===== src/rtl/rcs_pkg.sv =====
package rcs_pkg;

    typedef enum logic [1:0] {
        ST_RUN   = 2'd0,
        ST_HOLD  = 2'd1,
        ST_DELAY = 2'd2
    } boot_state_e;

    typedef struct packed {
        logic ext_clk;
        logic long_start;
    } boot_cfg_t;

    function automatic int unsigned max3(input int unsigned a,
                                         input int unsigned b,
                                         input int unsigned c);
        int unsigned m;
        m = (a > b) ? a : b;
        return (m > c) ? m : c;
    endfunction

endpackage


===== src/rtl/rst_pin_filter.sv =====
module rst_pin_filter #(
    parameter int unsigned LOW_CYCLES = 2
) (
    input  logic clk,
    input  logic por_i,
    input  logic pin_n_i,
    output logic hit_o
);
    localparam int unsigned CW = $clog2(LOW_CYCLES + 1);

    logic          sync1_q;
    logic          sync2_q;
    logic [CW-1:0] low_cnt_q;

    always_ff @(posedge clk) begin
        if (por_i) begin
            sync1_q <= 1'b1;
            sync2_q <= 1'b1;
        end else begin
            sync1_q <= pin_n_i;
            sync2_q <= sync1_q;
        end
    end

    always_ff @(posedge clk) begin
        if (por_i || sync2_q) begin
            low_cnt_q <= '0;
        end else if (low_cnt_q != CW'(LOW_CYCLES)) begin
            low_cnt_q <= low_cnt_q + 1'b1;
        end
    end

    assign hit_o = (low_cnt_q == CW'(LOW_CYCLES));

endmodule


===== src/rtl/startup_timer.sv =====
module startup_timer
    import rcs_pkg::*;
#(
    parameter int unsigned DW = 14
) (
    input  logic          clk,
    input  logic          cause_i,
    input  logic [DW-1:0] limit_i,
    output boot_state_e   state_o
);
    boot_state_e   state_q;
    logic [DW-1:0] cnt_q;

    always_ff @(posedge clk) begin
        if (cause_i) begin
            state_q <= ST_HOLD;
            cnt_q   <= '0;
        end else if (state_q != ST_RUN) begin
            if (cnt_q == limit_i) begin
                state_q <= ST_RUN;
            end else begin
                cnt_q   <= cnt_q + 1'b1;
                state_q <= ST_DELAY;
            end
        end
    end

    assign state_o = state_q;

endmodule


===== src/rtl/clk_src_select.sv =====
module clk_src_select
    import rcs_pkg::*;
#(
    parameter bit XTAL_VARIANT = 1'b0
) (
    input  logic clk,
    input  logic load_i,
    input  logic fuse_ext_clk_i,
    input  logic fuse_long_start_i,
    output logic long_start_o,
    output logic pin3_is_clock_o
);
    boot_cfg_t cfg_q;
    logic      pin3_q;

    always_ff @(posedge clk) begin
        if (load_i) begin
            cfg_q  <= '{ext_clk: fuse_ext_clk_i, long_start: fuse_long_start_i};
            pin3_q <= !XTAL_VARIANT && fuse_ext_clk_i;
        end
    end

    assign long_start_o    = cfg_q.long_start;
    assign pin3_is_clock_o = pin3_q;

endmodule


===== src/rtl/rst_clk_startup_ctrl.sv =====
module rst_clk_startup_ctrl
    import rcs_pkg::*;
#(
    parameter bit          XTAL_VARIANT   = 1'b0,
    parameter int unsigned LOW_CYCLES     = 2,
    parameter int unsigned RC_DLY_CYC     = 16,
    parameter int unsigned XTAL_SHORT_CYC = 1000,
    parameter int unsigned XTAL_LONG_CYC  = 16000
) (
    input  logic       clk,
    input  logic       por_i,
    input  logic       ext_rst_n_i,
    input  logic       fuse_ext_clk_i,
    input  logic       fuse_long_start_i,
    output logic       core_rst_o,
    output logic       ready_o,
    output logic [1:0] status_o,
    output logic       pin3_is_clock_o,
    output logic       pin4_gpio_o
);
    localparam int unsigned DLY_MAX = max3(RC_DLY_CYC, XTAL_SHORT_CYC, XTAL_LONG_CYC);
    localparam int unsigned DW      = $clog2(DLY_MAX + 1);

    logic          ext_hit;
    logic          long_start;
    logic [DW-1:0] dly_limit;
    boot_state_e   state;

    rst_pin_filter #(.LOW_CYCLES(LOW_CYCLES)) i_filter (
        .clk     (clk),
        .por_i   (por_i),
        .pin_n_i (ext_rst_n_i),
        .hit_o   (ext_hit)
    );

    startup_timer #(.DW(DW)) i_timer (
        .clk     (clk),
        .cause_i (por_i | ext_hit),
        .limit_i (dly_limit),
        .state_o (state)
    );

    clk_src_select #(.XTAL_VARIANT(XTAL_VARIANT)) i_src (
        .clk               (clk),
        .load_i            (core_rst_o),
        .fuse_ext_clk_i    (fuse_ext_clk_i),
        .fuse_long_start_i (fuse_long_start_i),
        .long_start_o      (long_start),
        .pin3_is_clock_o   (pin3_is_clock_o)
    );

    generate
        if (XTAL_VARIANT) begin : g_xtal
            assign dly_limit   = long_start ? DW'(XTAL_LONG_CYC - 1)
                                            : DW'(XTAL_SHORT_CYC - 1);
            assign pin4_gpio_o = 1'b0;
        end else begin : g_rc
            logic unused_long;
            assign unused_long = long_start;
            assign dly_limit   = DW'(RC_DLY_CYC - 1);
            assign pin4_gpio_o = 1'b1;
        end
    endgenerate

    assign core_rst_o = por_i | (state != ST_RUN);
    assign ready_o    = (state == ST_RUN) & ~por_i;
    assign status_o   = state;

endmodule


===== config.mk =====
export PLATFORM = sky130hd
export DESIGN_NAME = rst_clk_startup_ctrl
export DESIGN_NICKNAME = d
export VERILOG_FILES = /design/src/rtl/rcs_pkg.sv /design/src/rtl/rst_pin_filter.sv /design/src/rtl/startup_timer.sv /design/src/rtl/clk_src_select.sv /design/src/rtl/rst_clk_startup_ctrl.sv
export SDC_FILE = /design/constraint.sdc
export NUM_CORES = 1
export LEC_CHECK = 0
export CAP_MARGIN = 20
export CORE_MARGIN = 2
export CORE_UTILIZATION = 59
export CTS_CLUSTER_DIAMETER = 30
export DETAILED_ROUTE_END_ITERATION = 10
export DONT_BUFFER_PORTS = 1
export GPL_ROUTABILITY_DRIVEN = 1
export PLACE_DENSITY_LB_ADDON = 0.05
export SLEW_MARGIN = 20
export SYNTH_ARGS = -nofsm -noshare
export SYNTH_HDL_FRONTEND = slang
export SYNTH_SLANG_ARGS = --single-unit

===== constraint.sdc =====
create_clock -name clk -period 2.29 [get_ports clk]
set_input_delay 0.1145 -clock clk [delete_from_list [all_inputs] [get_ports clk]]
set_output_delay 0.1145 -clock clk [all_outputs]
set_load 0.01 [all_outputs]

# Yosys cells after proc, flatten, opt, wreduce, memory -nomap -nowiden

Index checks and enable logic that the tools add are counted.

Bits in registers: 21
Latch bits: 0
Memory bits (writable): 0
ROM bits: 0
Logic and storage cells: 21
Memories: 0

Add/subtract/negate cells: 2
Multiply operators: 0
Divide/modulo/power cells: 0
Order comparisons: 0
Equal/unequal tests: 3
Shift operators: 0
Muxes and demuxes: 1
Bitwise gates (word level): 5
Reductions and logical operators: 4

Operators with widths:

| cell                                                             | number |
|---|---|
| 14-bit by 1-bit adder with 14-bit output, second input constant  | 1 |
| 14-bit by 4-bit == test with 1-bit output, second input constant | 1 |
| 2-bit by 1-bit adder with 2-bit output, second input constant    | 1 |
| 2-bit == test, second input constant                             | 1 |
| 2-bit zero test                                                  | 1 |
| 2-bit two-way mux                                                | 1 |
| 2-bit inequality test, second input constant                     | 1 |
| 1-bit inverter                                                   | 2 |
| 1-bit bitwise OR                                                 | 2 |
| 2-bit AND reduction                                              | 1 |
| 2-bit nonzero test                                               | 1 |
| 1-bit bitwise AND                                                | 1 |
| 1-bit logical OR                                                 | 1 |

# Logic depth before layout (Yosys ltp)

Gate-level depths: netlist of run 1.

Depth in word-level cells: 3
Mapped depth: 6
Mapped depth without buffers: 6

# Hierarchy

From an unflattened synthesis of run 1, not the netlist that was laid out.

Cell total of the unflattened synthesis: 130
Area, all modules: 1,191.1 sq um

By module, submodules not included:

| module               | times used | cells each | area each (sq um) |
|---|---|---|---|
| startup_timer        | 1          | 108        | 940.9 |
| rst_pin_filter       | 1          | 14         | 157.7 |
| clk_src_select       | 1          | 2          | 60.1 |
| rst_clk_startup_ctrl | 1          | 6          | 32.5 |

# Worst setup path after synthesis of run 1

No wires, ideal clock.

Path kind: register to register
From: reg i_filter.low_cnt_q[0]
To: reg i_timer.cnt_q[2]
Data arrival time: 1.546 ns
Setup slack: 0.684 ns
Stages on the path, launching flop included: 7
Buffers on the path: 0
Path through: dfxtp_1 > inv_1 > ha_1 > nor2_1 > inv_1 > or4_1 > nand2_1

Word-level cells in the longest chain between the ends: 2

RTL lines:

| item                   | line                       | source |
|---|---|---|
| start, declared        | rst_pin_filter.sv:13       | `logic [CW-1:0] low_cnt_q;` |
| start signal, assigned | rst_pin_filter.sv:29       | `low_cnt_q <= low_cnt_q + 1'b1;` |
| 2-bit == test          | rst_pin_filter.sv:33       | `assign hit_o = (low_cnt_q == CW'(LOW_CYCLES));` |
| 1-bit bitwise OR       | rst_clk_startup_ctrl.sv:38 | `.cause_i (por_i \| ext_hit),` |
| end signal, assigned   | startup_timer.sv:22        | `cnt_q <= cnt_q + 1'b1;` |
| end, declared          | startup_timer.sv:12        | `logic [DW-1:0] cnt_q;` |

No other way between the ends.
A chain may end at the register's enable or synchronous reset.

# Worst setup path after layout of run 1

From: reg i_timer.cnt_q[0]
To: reg i_timer.cnt_q[2]

Word-level cells in the longest chain between the ends: 3
Elaborated cells between the ends (all ways): 4

RTL lines:

| item |
|---|
| branches (longest 3 deep; another with 14-bit by 1-bit adder with 14-bit output) |

Parallel ways; which one is timed is not known.

==> metrics.md, run 1 <==
| Metric | Value |
|---|---|
| Port bufs | 0 |
| Worst Tran Pin Value | 0.568 ns |
| TritonCTS clock tree | done |
| Synth Area in Compound Gates | 8.66% |
| Via Count | 718 |
| Die height | 43.6 µm |
| Ys async rst share | 0% |
| Slowest stage delay, CP | 0.49 ns |
| Total wire length | 1.59 mm |
| Avg WL per Cell | 12.9 µm |
| Syn_nets | 108 |
| Hold path start | por_i |
| Final Worst Setup Slack | 0.575 ns |
| Critical-path top delay cell | or4_1 |
| Antenna Nets Post-Route | 0 |
| Hold Crit Class | in -> reg |
| Synth Instances | 101 |
| Ranking of synthesized cells by area | dfxtp_1, xnor2_1, nor2_1, or3_1, edfxtp_1 |
| H-tree levels | 1 |
| HPWL after DPL | 1.10 mm |
| Setup Buffers After CTS | 0 |
| Synth Area in XOR/XNOR | 7.58% |
| Starting Density | 62.1% |
| Worst-path clk slew | 0.11 ns |
| Seq cells post-synth | 21 |
| Largest net degree at the start of global routing | 12 |
| Mux cell area share after synthesis | 2.17% |
| Chip width | 43.6 µm |
| CP startpoint | i_timer.cnt_q[0]$_SDFFE_PP0P_ |
| Fin crit share | 74.9% |
| First-pass GRT wire length | 2.71 mm |
| Pwr Total | 0.595 mW |
| PwrDens | 599 nW/µm² |
| Final hold violation count | 0 |
| Final Wtd Congestion | 0.822 |
| Simple-gate share of the synthesized area | 28.3% |
| Post-synth top area cell | dfxtp_1 |
| Arr. time, crit path | 1.96 ns |
| Library cells used by synthesis | 31 |
| Setup Slack @ Placement | 0.623 ns |
| Maximum clock insertion buffer count | 2 |
| CP required | 2.54 ns |
| Die area | 1900 µm² |
| # DRC | 0 |
| Initial antenna violation count | 0 |
| VDD IR max | 474 µV |
| Gr ovfl total | 0 |
| Finish-stage setup viols | 0 |
| Initial DRC Count | 24 |
| Fillers | 121 |
| Root Buffer | clkbuf_4 |
| Most frequent cell after synthesis | dfxtp_1 |
| Antenna cells | 0 |
| Yosys warns | 0 |
| CORE AREA | 1490 µm² |
| WP buf/inv | 0 |
| Slew Limit Fails | 0 |
| Top-area cell type share of the netlist area | 43.3% |
| Setup TNS | 0 ns |
| Crit end category | flip-flop |
| Clock Sinks | 21 |
| Tot GR Track Use | 19.0% |
| IO Pins | 11 |
| Status | finished clean |
| Critical path peak fanout | 10 |
| RSZ-0062 raised after global routing | no |
| Vias in the first global route | 623 |
| Max Cap Viol | 0 |
| P&R area growth vs syn | 7.44% |
| Worst slew margin | 62.0% |
| Pleak | 0.389 nW |
| Ys flop type | dfxtp_1 |
| Combinational family with the most area after synthesis | simple AND/OR/NAND/NOR gates |
| Nets | 115 |
| Post-CTS sizing | 0 |
| Row count | 14 |
| Fin crit period | 1.72 ns |
| Drt pass-1 iters | 4 |
| Drt via density | 5.84 |
| Crit start category | flip-flop |
| Post-synthesis cell area | 925 µm² |
| Synth Area in Adders | 2.71% |
| Skew final | 0.00779 ns |
| Tightest hold margin | 0.116 ns |
| Max Fclk | 0.583 GHz |
| CP Class | reg -> reg |
| Post-synth EDFFs | 1 |
| Worst skew pair latency | 0.30 ns |
| Utilization after layout | 66.7% |
| Cell family with most CP delay | simple AND/OR/NAND/NOR gates |
| Reg2Reg Launch Point | i_timer.cnt_q[0]$_SDFFE_PP0P_ |
| Critical path, cell by cell | ha_1, and3_1, and4_1, or4_1, nand2_1 |
| Register area share after synthesis | 46.5% |
| Inserted Clock Buffers | 3 |
| Post-synth top cells | dfxtp_1, nor2_1, nand2_1 |
| Share of layout cells above drive strength 1 | 8.41% |
| Avg Cell Area, Syn | 9.15 µm² |
## logic make-up after synthesis
| kind of cell | Yosys count |
|---|---|
| compound gates | 11 |
| xor+xnor | 8 |
| fa+ha+maj | 2 |
| buf+inv | 6 |
| flops | 21 |
| mux | 2 |
| other cells | 1 |
| simple gates | 50 |
## report_power, final
group | leakage, nW | switching (mW) | internal [mW]
clock network | 0.0150 | 0.102 | 0.0679
registers | 0.173 | 0.0113 | 0.378
logic | 0.201 | 0.0192 | 0.0158
## routing by layer
layer	part of all wire, %	routed length [µm]	track usage (%)	vias up
met2	46	732	27.9	18
met5	0	0	0	-
li1	-	-	-	372
met3	4.0	64	2.50	5
met1	48	757	26.6	323
met4	2.0	32	10.9	0
## state kept, by name (all words and copies together), names as in the netlist
signal	cells
i_filter.low_cnt_q	2
i_filter.sync1_q	1
i_filter.sync2_q	1
i_src.pin3_is_clock_o	1
i_timer.cnt_q	14
i_timer.state_o	2
## final timing paths
check                                                          end  slack (ns)  depth (start not counted)
worst max-delay path                 i_timer.cnt_q[2]$_SDFFE_PP0P_        0.57                          5
worst min-delay path                 i_timer.cnt_q[3]$_SDFFE_PP0P_        0.12                          3
worst max register to register       i_timer.cnt_q[2]$_SDFFE_PP0P_        0.57                          5
worst min register to register  i_filter.low_cnt_q[0]$_SDFFE_PP0P_        0.42                          1
## cell usage in the layout, fill, tap and decap left out, types with 4 or more instances in the layout
master	Yosys	layout
dfxtp_1	20	20
nand2_1	8	8
nand3_1	4	4
nor2_1	11	11
nor3_1	5	5
nor4_1	4	4
or3_1	5	5
xnor2_1	5	5
## area by class of cell
cell class / count / area, µm² / share of cell area, %
multi-input combinational: 74 / 460 / 46.3
sequential: 21 / 430 / 43.3
timing repair buffer: 5 / 45.0 / 4.53
clock buffer: 4 / 26.3 / 2.64
tap: 16 / 20.0 / 2.02
inverter: 3 / 11.3 / 1.13
## worst reg2reg max path, stage by stage (launching register included)
cell and delay, ns:
dfxtp_1 0.36, ha_1 0.26, and3_1 0.19, and4_1 0.28
or4_1 0.49, nand2_1 0.08
## through the flow
stage	instances	area, µm²
after floorplan	101	925
after detailed placement	116	937
after global routing	123	993
after global placement	116	937
after CTS	123	993
final	123	993
## what timing repair did
action / in CTS / in global routing
hold buffers: 3 / 0
endpoints found under the hold margin: 7 / 0
setup endpoints to repair: 0 / 0
Power figures use the tool's default switching activity.
==> inputs of run 2 (changes only) <==
==> constraint.sdc (replaced) <==
create_clock -name clk -period 1.7 [get_ports clk]
set_input_delay 0.085 -clock clk [delete_from_list [all_inputs] [get_ports clk]]
set_output_delay 0.085 -clock clk [all_outputs]
set_load 0.01 [all_outputs]
==> metrics.md, run 2 (synthesis results as in run 1) <==
| Metric | Value |
|---|---|
| Status | finished clean |
| Vias in the first global route | 707 |
| Tightest hold margin | 0.0420 ns |
| Port bufs | 0 |
| Root Buffer | clkbuf_4 |
| Gr ovfl total | 0 |
| Reg with most FFs | i_timer.cnt_q |
| Fillers | 125 |
| HPWL after DPL | 1.14 mm |
| Worst-path clk slew | 0.12 ns |
| Crit start category | flip-flop |
| RR Endpoint | i_timer.cnt_q[2]$_SDFFE_PP0P_ |
| VDD IR max | 648 µV |
| Worst skew pair latency | 0.30 ns |
| Total wire length | 1.61 mm |
| Commonest non-fill, non-tap cells in the layout | dfxtp_1, nor2_1, nand2_1 |
| Drt via density | 5.72 |
| Setup crit end | i_timer.cnt_q[2]$_SDFFE_PP0P_ |
| R2r setup slk | 0.09 ns |
| First-pass GRT wire length | 2.94 mm |
| Slew Limit Fails | 0 |
| Initial DRC Count | 12 |
| Fin crit share | 94.7% |
| Tot GR Track Use | 20.6% |
| Starting Density | 62.1% |
| Nets | 117 |
| Initial antenna violation count | 0 |
| # DRC | 0 |
| Setup Slack @ Placement | 0.0744 ns |
| Largest net degree at the start of global routing | 14 |
| Skew final | 0.00348 ns |
| Setup TNS | 0 ns |
| RSZ-0062 raised after global routing | no |
| Max Cap Viol | 0 |
| Pleak | 0.396 nW |
| Reg2Reg Launch Point | i_timer.cnt_q[0]$_SDFFE_PP0P_ |
| P&R area growth vs syn | 9.74% |
| Post-DP Area | 952 µm² |
| Arr. time, crit path | 1.87 ns |
| TritonCTS clock tree | done |
| CP Class | reg -> reg |
| Antenna Nets Post-Route | 0 |
| Clock Sinks | 21 |
| Avg WL per Cell | 12.9 µm |
| Row count | 14 |
| R2r worst-path depth | 5 |
| Chip width | 43.6 µm |
| IO Pins | 11 |
| Maximum clock insertion buffer count | 2 |
| Max reg flops | 14 |
| Fin crit period | 1.61 ns |
| Critical path peak fanout | 6 |
| CP required | 1.96 ns |
| Register area | 430 µm² |
| Finish-stage setup viols | 0 |
| Die height | 43.6 µm |
| Via Count | 715 |
| Share of layout cells above drive strength 1 | 11.9% |
| Crit end category | flip-flop |
| Footprint of the multi-input gates | 463 µm² |
| Area of all placed cells without fillers | 1010 µm² |
| Setup Buffers After CTS | 0 |
| Hold Crit Class | in -> reg |
| Final hold violation count | 0 |
| Final Worst Setup Slack | 0.0901 ns |
| Die area | 1900 µm² |
| Utilization after layout | 68.2% |
| Max Fclk | 0.621 GHz |
| Drt pass-1 iters | 4 |
| Inserted Clock Buffers | 3 |
| H-tree levels | 1 |
| Most common cell after layout, fill and taps aside | dfxtp_1 |
| CP startpoint | i_timer.cnt_q[0]$_SDFFE_PP0P_ |
| CORE AREA | 1490 µm² |
| PwrDens | 806 nW/µm² |
| Final Wtd Congestion | 0.877 |
| Antenna cells | 0 |
## run 2: changes by cell type in the layout (fill, tap and decap cells not counted), sizes merged
cell      delta
clkbuf       -1
buf          +2
clkinvlp     +1
## run 2: routing by layer
layer	track usage [%]	vias up	wire, µm
li1	-	377	-
met1	28.4	326	858
met2	30.6	7	690
met3	2.50	5	25
met4	12.7	0	39
met5	0	-	0
## run 2: final cells by class
class / instances / area share [%]
clock buffers: 3 / 2.22
well taps: 16 / 1.97
repair buffers: 7 / 5.92
clock inverters: 1 / 0.740
multi-input cells: 74 / 45.6
flip-flops and latches: 21 / 42.4
inverters: 3 / 1.11
## run 2: critical path, stage by stage, from the launching register on
cell     delay (ns)
dfxtp_1        0.36
ha_2           0.22
and3_1         0.18
and4_1         0.25
or4_1          0.48
nand2_1        0.08
## run 2: where the power goes
part,leakage (nW),total (mW),internal (mW),switching [mW]
Sequential,0.173,0.525,0.510,0.0157
Clock,0.0139,0.242,0.0897,0.152
Combinational,0.209,0.0511,0.0243,0.0268
Total,0.396,0.818,0.624,0.195
## run 2: repair_timing
item                                   in CTS  in global routing
hold buffers                                3                  0
endpoints found under the hold margin       7                  0
setup endpoints to repair                   0                  3
resized for setup                           0                  1
## run 2: through the flow
step	power, mW	cells
2_1_floorplan	0.566	101
3_3_place_gp	0.578	118
3_5_place_dp	0.580	118
4_1_cts	0.824	125
5_1_grt	0.853	125
6_report	0.818	125
## run 2: how the worst min path moves through the flow
| stage | startpoint | endpoint | depth (start not counted) |
|---|---|---|---|
| 2_1_floorplan | por_i | i_filter.low_cnt_q[0]$_SDFFE_PP0P_ | 1 |
| 3_3_place_gp | por_i | i_filter.low_cnt_q[0]$_SDFFE_PP0P_ | 1 |
| 4_1_cts | por_i | i_timer.cnt_q[2]$_SDFFE_PP0P_ | 4 |
| 5_1_grt | por_i | i_timer.cnt_q[2]$_SDFFE_PP0P_ | 4 |
| 6_report | por_i | i_timer.cnt_q[2]$_SDFFE_PP0P_ | 4 |
| 3_5_place_dp | por_i | i_filter.low_cnt_q[1]$_SDFFE_PP0P_ | 1 |
==> inputs of run 3 (changes only) <==
==> constraint.sdc (replaced) <==
create_clock -name clk -period 1.7 [get_ports clk]
set_input_delay 0.085 -clock clk [delete_from_list [all_inputs] [get_ports clk]]
set_output_delay 0.085 -clock clk [all_outputs]
set_load 0.1 [all_outputs]
==> metrics.md, run 3 (synthesis results as in run 1) <==
| Metric | Value |
|---|---|
| Status | finished clean |
| VDD IR max | 742 µV |
| Commonest non-fill, non-tap cells in the layout | dfxtp_1, nor2_1, nand2_1, buf_4 |
| # DRC | 0 |
| Finish-stage setup viols | 0 |
| Row count | 14 |
| Crit end category | flip-flop |
| Skew final | 0.0148 ns |
| Die area | 1900 µm² |
| Total wire length | 1.68 mm |
| RSZ-0062 raised after global routing | no |
| Switching Fraction | 28.9% |
| Net Sw Power | 0.257 mW |
| Maximum clock insertion buffer count | 2 |
| Share of layout cells above drive strength 1 | 18.6% |
| CORE AREA | 1490 µm² |
| R2r setup slk | 0.09 ns |
| Critical path peak fanout | 10 |
| CP required | 1.95 ns |
| Avg WL per Cell | 13.0 µm |
| Max Cap Viol | 0 |
| Setup TNS | 0 ns |
| Tot GR Track Use | 20.9% |
| Post-DP Area | 998 µm² |
| Clock power share | 27.5% |
| Slowest stage delay, CP | 0.46 ns |
| Utilization after layout | 71.2% |
| Die height | 43.6 µm |
| CP startpoint | i_timer.cnt_q[0]$_SDFFE_PP0P_ |
| Max reg flops | 14 |
| Critical path, cell by cell | ha_1, and3_1, and4_4, or4_1, nand2_1 |
| Crit start category | flip-flop |
| Chip width | 43.6 µm |
| Worst skew pair latency | 0.31 ns |
| Largest net degree at the start of global routing | 14 |
| Max Fclk | 0.622 GHz |
| Drt via density | 5.79 |
| Clock Sinks | 21 |
| Hold path start | por_i |
| Most common cell after layout, fill and taps aside | dfxtp_1 |
| TritonCTS clock tree | done |
| First-pass GRT wire length | 2.95 mm |
| Antenna Nets Post-Route | 0 |
| Area of all placed cells without fillers | 1060 µm² |
| Gate power share | 14.0% |
| Slew Limit Fails | 0 |
| Worst-path clk slew | 0.13 ns |
| Port bufs | 0 |
| Hold Crit Class | in -> reg |
| H-tree levels | 1 |
| Arr. time, crit path | 1.86 ns |
| Internal power | 0.634 mW |
| P&R area growth vs syn | 14.6% |
| Sequential share of power | 58.5% |
| Pleak | 0.415 nW |
| Root Buffer | clkbuf_4 |
| Fin crit period | 1.61 ns |
| Inserted Clock Buffers | 3 |
| Nets | 121 |
| CP Class | reg -> reg |
| HPWL after DPL | 1.17 mm |
| Reg2Reg Launch Point | i_timer.cnt_q[0]$_SDFFE_PP0P_ |
| PwrDens | 841 nW/µm² |
| Reg with most FFs | i_timer.cnt_q |
| Critical-path top delay cell | or4_1 |
| Final Wtd Congestion | 0.809 |
| Initial DRC Count | 9 |
| Initial antenna violation count | 0 |
| Antenna cells | 0 |
| Starting Density | 62.1% |
| Vias in the first global route | 668 |
| Setup Buffers After CTS | 0 |
| Drt pass-1 iters | 4 |
| Fin crit share | 94.5% |
| IO Pins | 11 |
| Gr ovfl total | 0 |
| Via Count | 747 |
| Final hold violation count | 0 |
-- run 3: cell count changes in the layout (fill, tap and decap cells not counted), sizes merged --
cell / previous run / this run
buf: 4 / 8
-- run 3: area by class of cell --
cell class	count	area [µm²]
multi-input combinational	74	468
sequential	21	438
fill	124	429
timing repair buffer	11	90.1
clock buffer	3	22.5
tap	16	20.0
inverter	3	15.0
clock inverter	1	6.26
-- run 3: worst max-delay path, delay by kind of cell (launching register included) --
kind / cells / cell delay [ns]
flops: 1 / 0.36
fa+ha+maj: 1 / 0.24
simple gates: 4 / 0.93
-- run 3: power by group through the flow --
stage                     registers, mW  clock network, mW  logic [mW]
final                             0.522              0.245       0.124
after global routing              0.523              0.269       0.134
after CTS                         0.521              0.257       0.125
after detailed placement          0.532                  0       0.118
after global placement            0.532                  0       0.117
after floorplan                   0.565                  0      0.0616
-- run 3: per-layer routing --
metal | vias to the layer above | wire length, µm | track usage [%]
met3 | 2 | 64 | 7.50
met1 | 346 | 799 | 27.3
met4 | 0 | 13 | 5.45
li1 | 388 | - | -
met2 | 11 | 802 | 32.9
met5 | - | 0 | 0
-- run 3: path summary, 6_finish.rpt --
path | to | cells after the start
max | i_timer.cnt_q[2]$_SDFFE_PP0P_ | 5
min | i_src.pin3_is_clock_o$_DFFE_PN_ | 1
max reg2reg | i_timer.cnt_q[2]$_SDFFE_PP0P_ | 5
min reg2reg | i_filter.sync2_q$_SDFF_PP1_ | 1
-- run 3: through the flow --
stage          hold slack, ns  total power [mW]  setup slack (ns)  instances
2_1_floorplan           0.164             0.626            0.0945        101
3_3_place_gp            0.165             0.648            0.0779        122
3_5_place_dp            0.169             0.650            0.0530        122
4_1_cts                0.0175             0.903            0.0144        129
5_1_grt                0.0154             0.926            0.0305        129
6_report               0.0278             0.891            0.0931        129
-- run 3: what timing repair did --
item / 4_1_cts / 5_1_grt
resized for setup: 0 / 2
hold endpoints to repair: 7 / 0
hold buffers: 3 / 0
endpoints found under the setup margin: 0 / 3
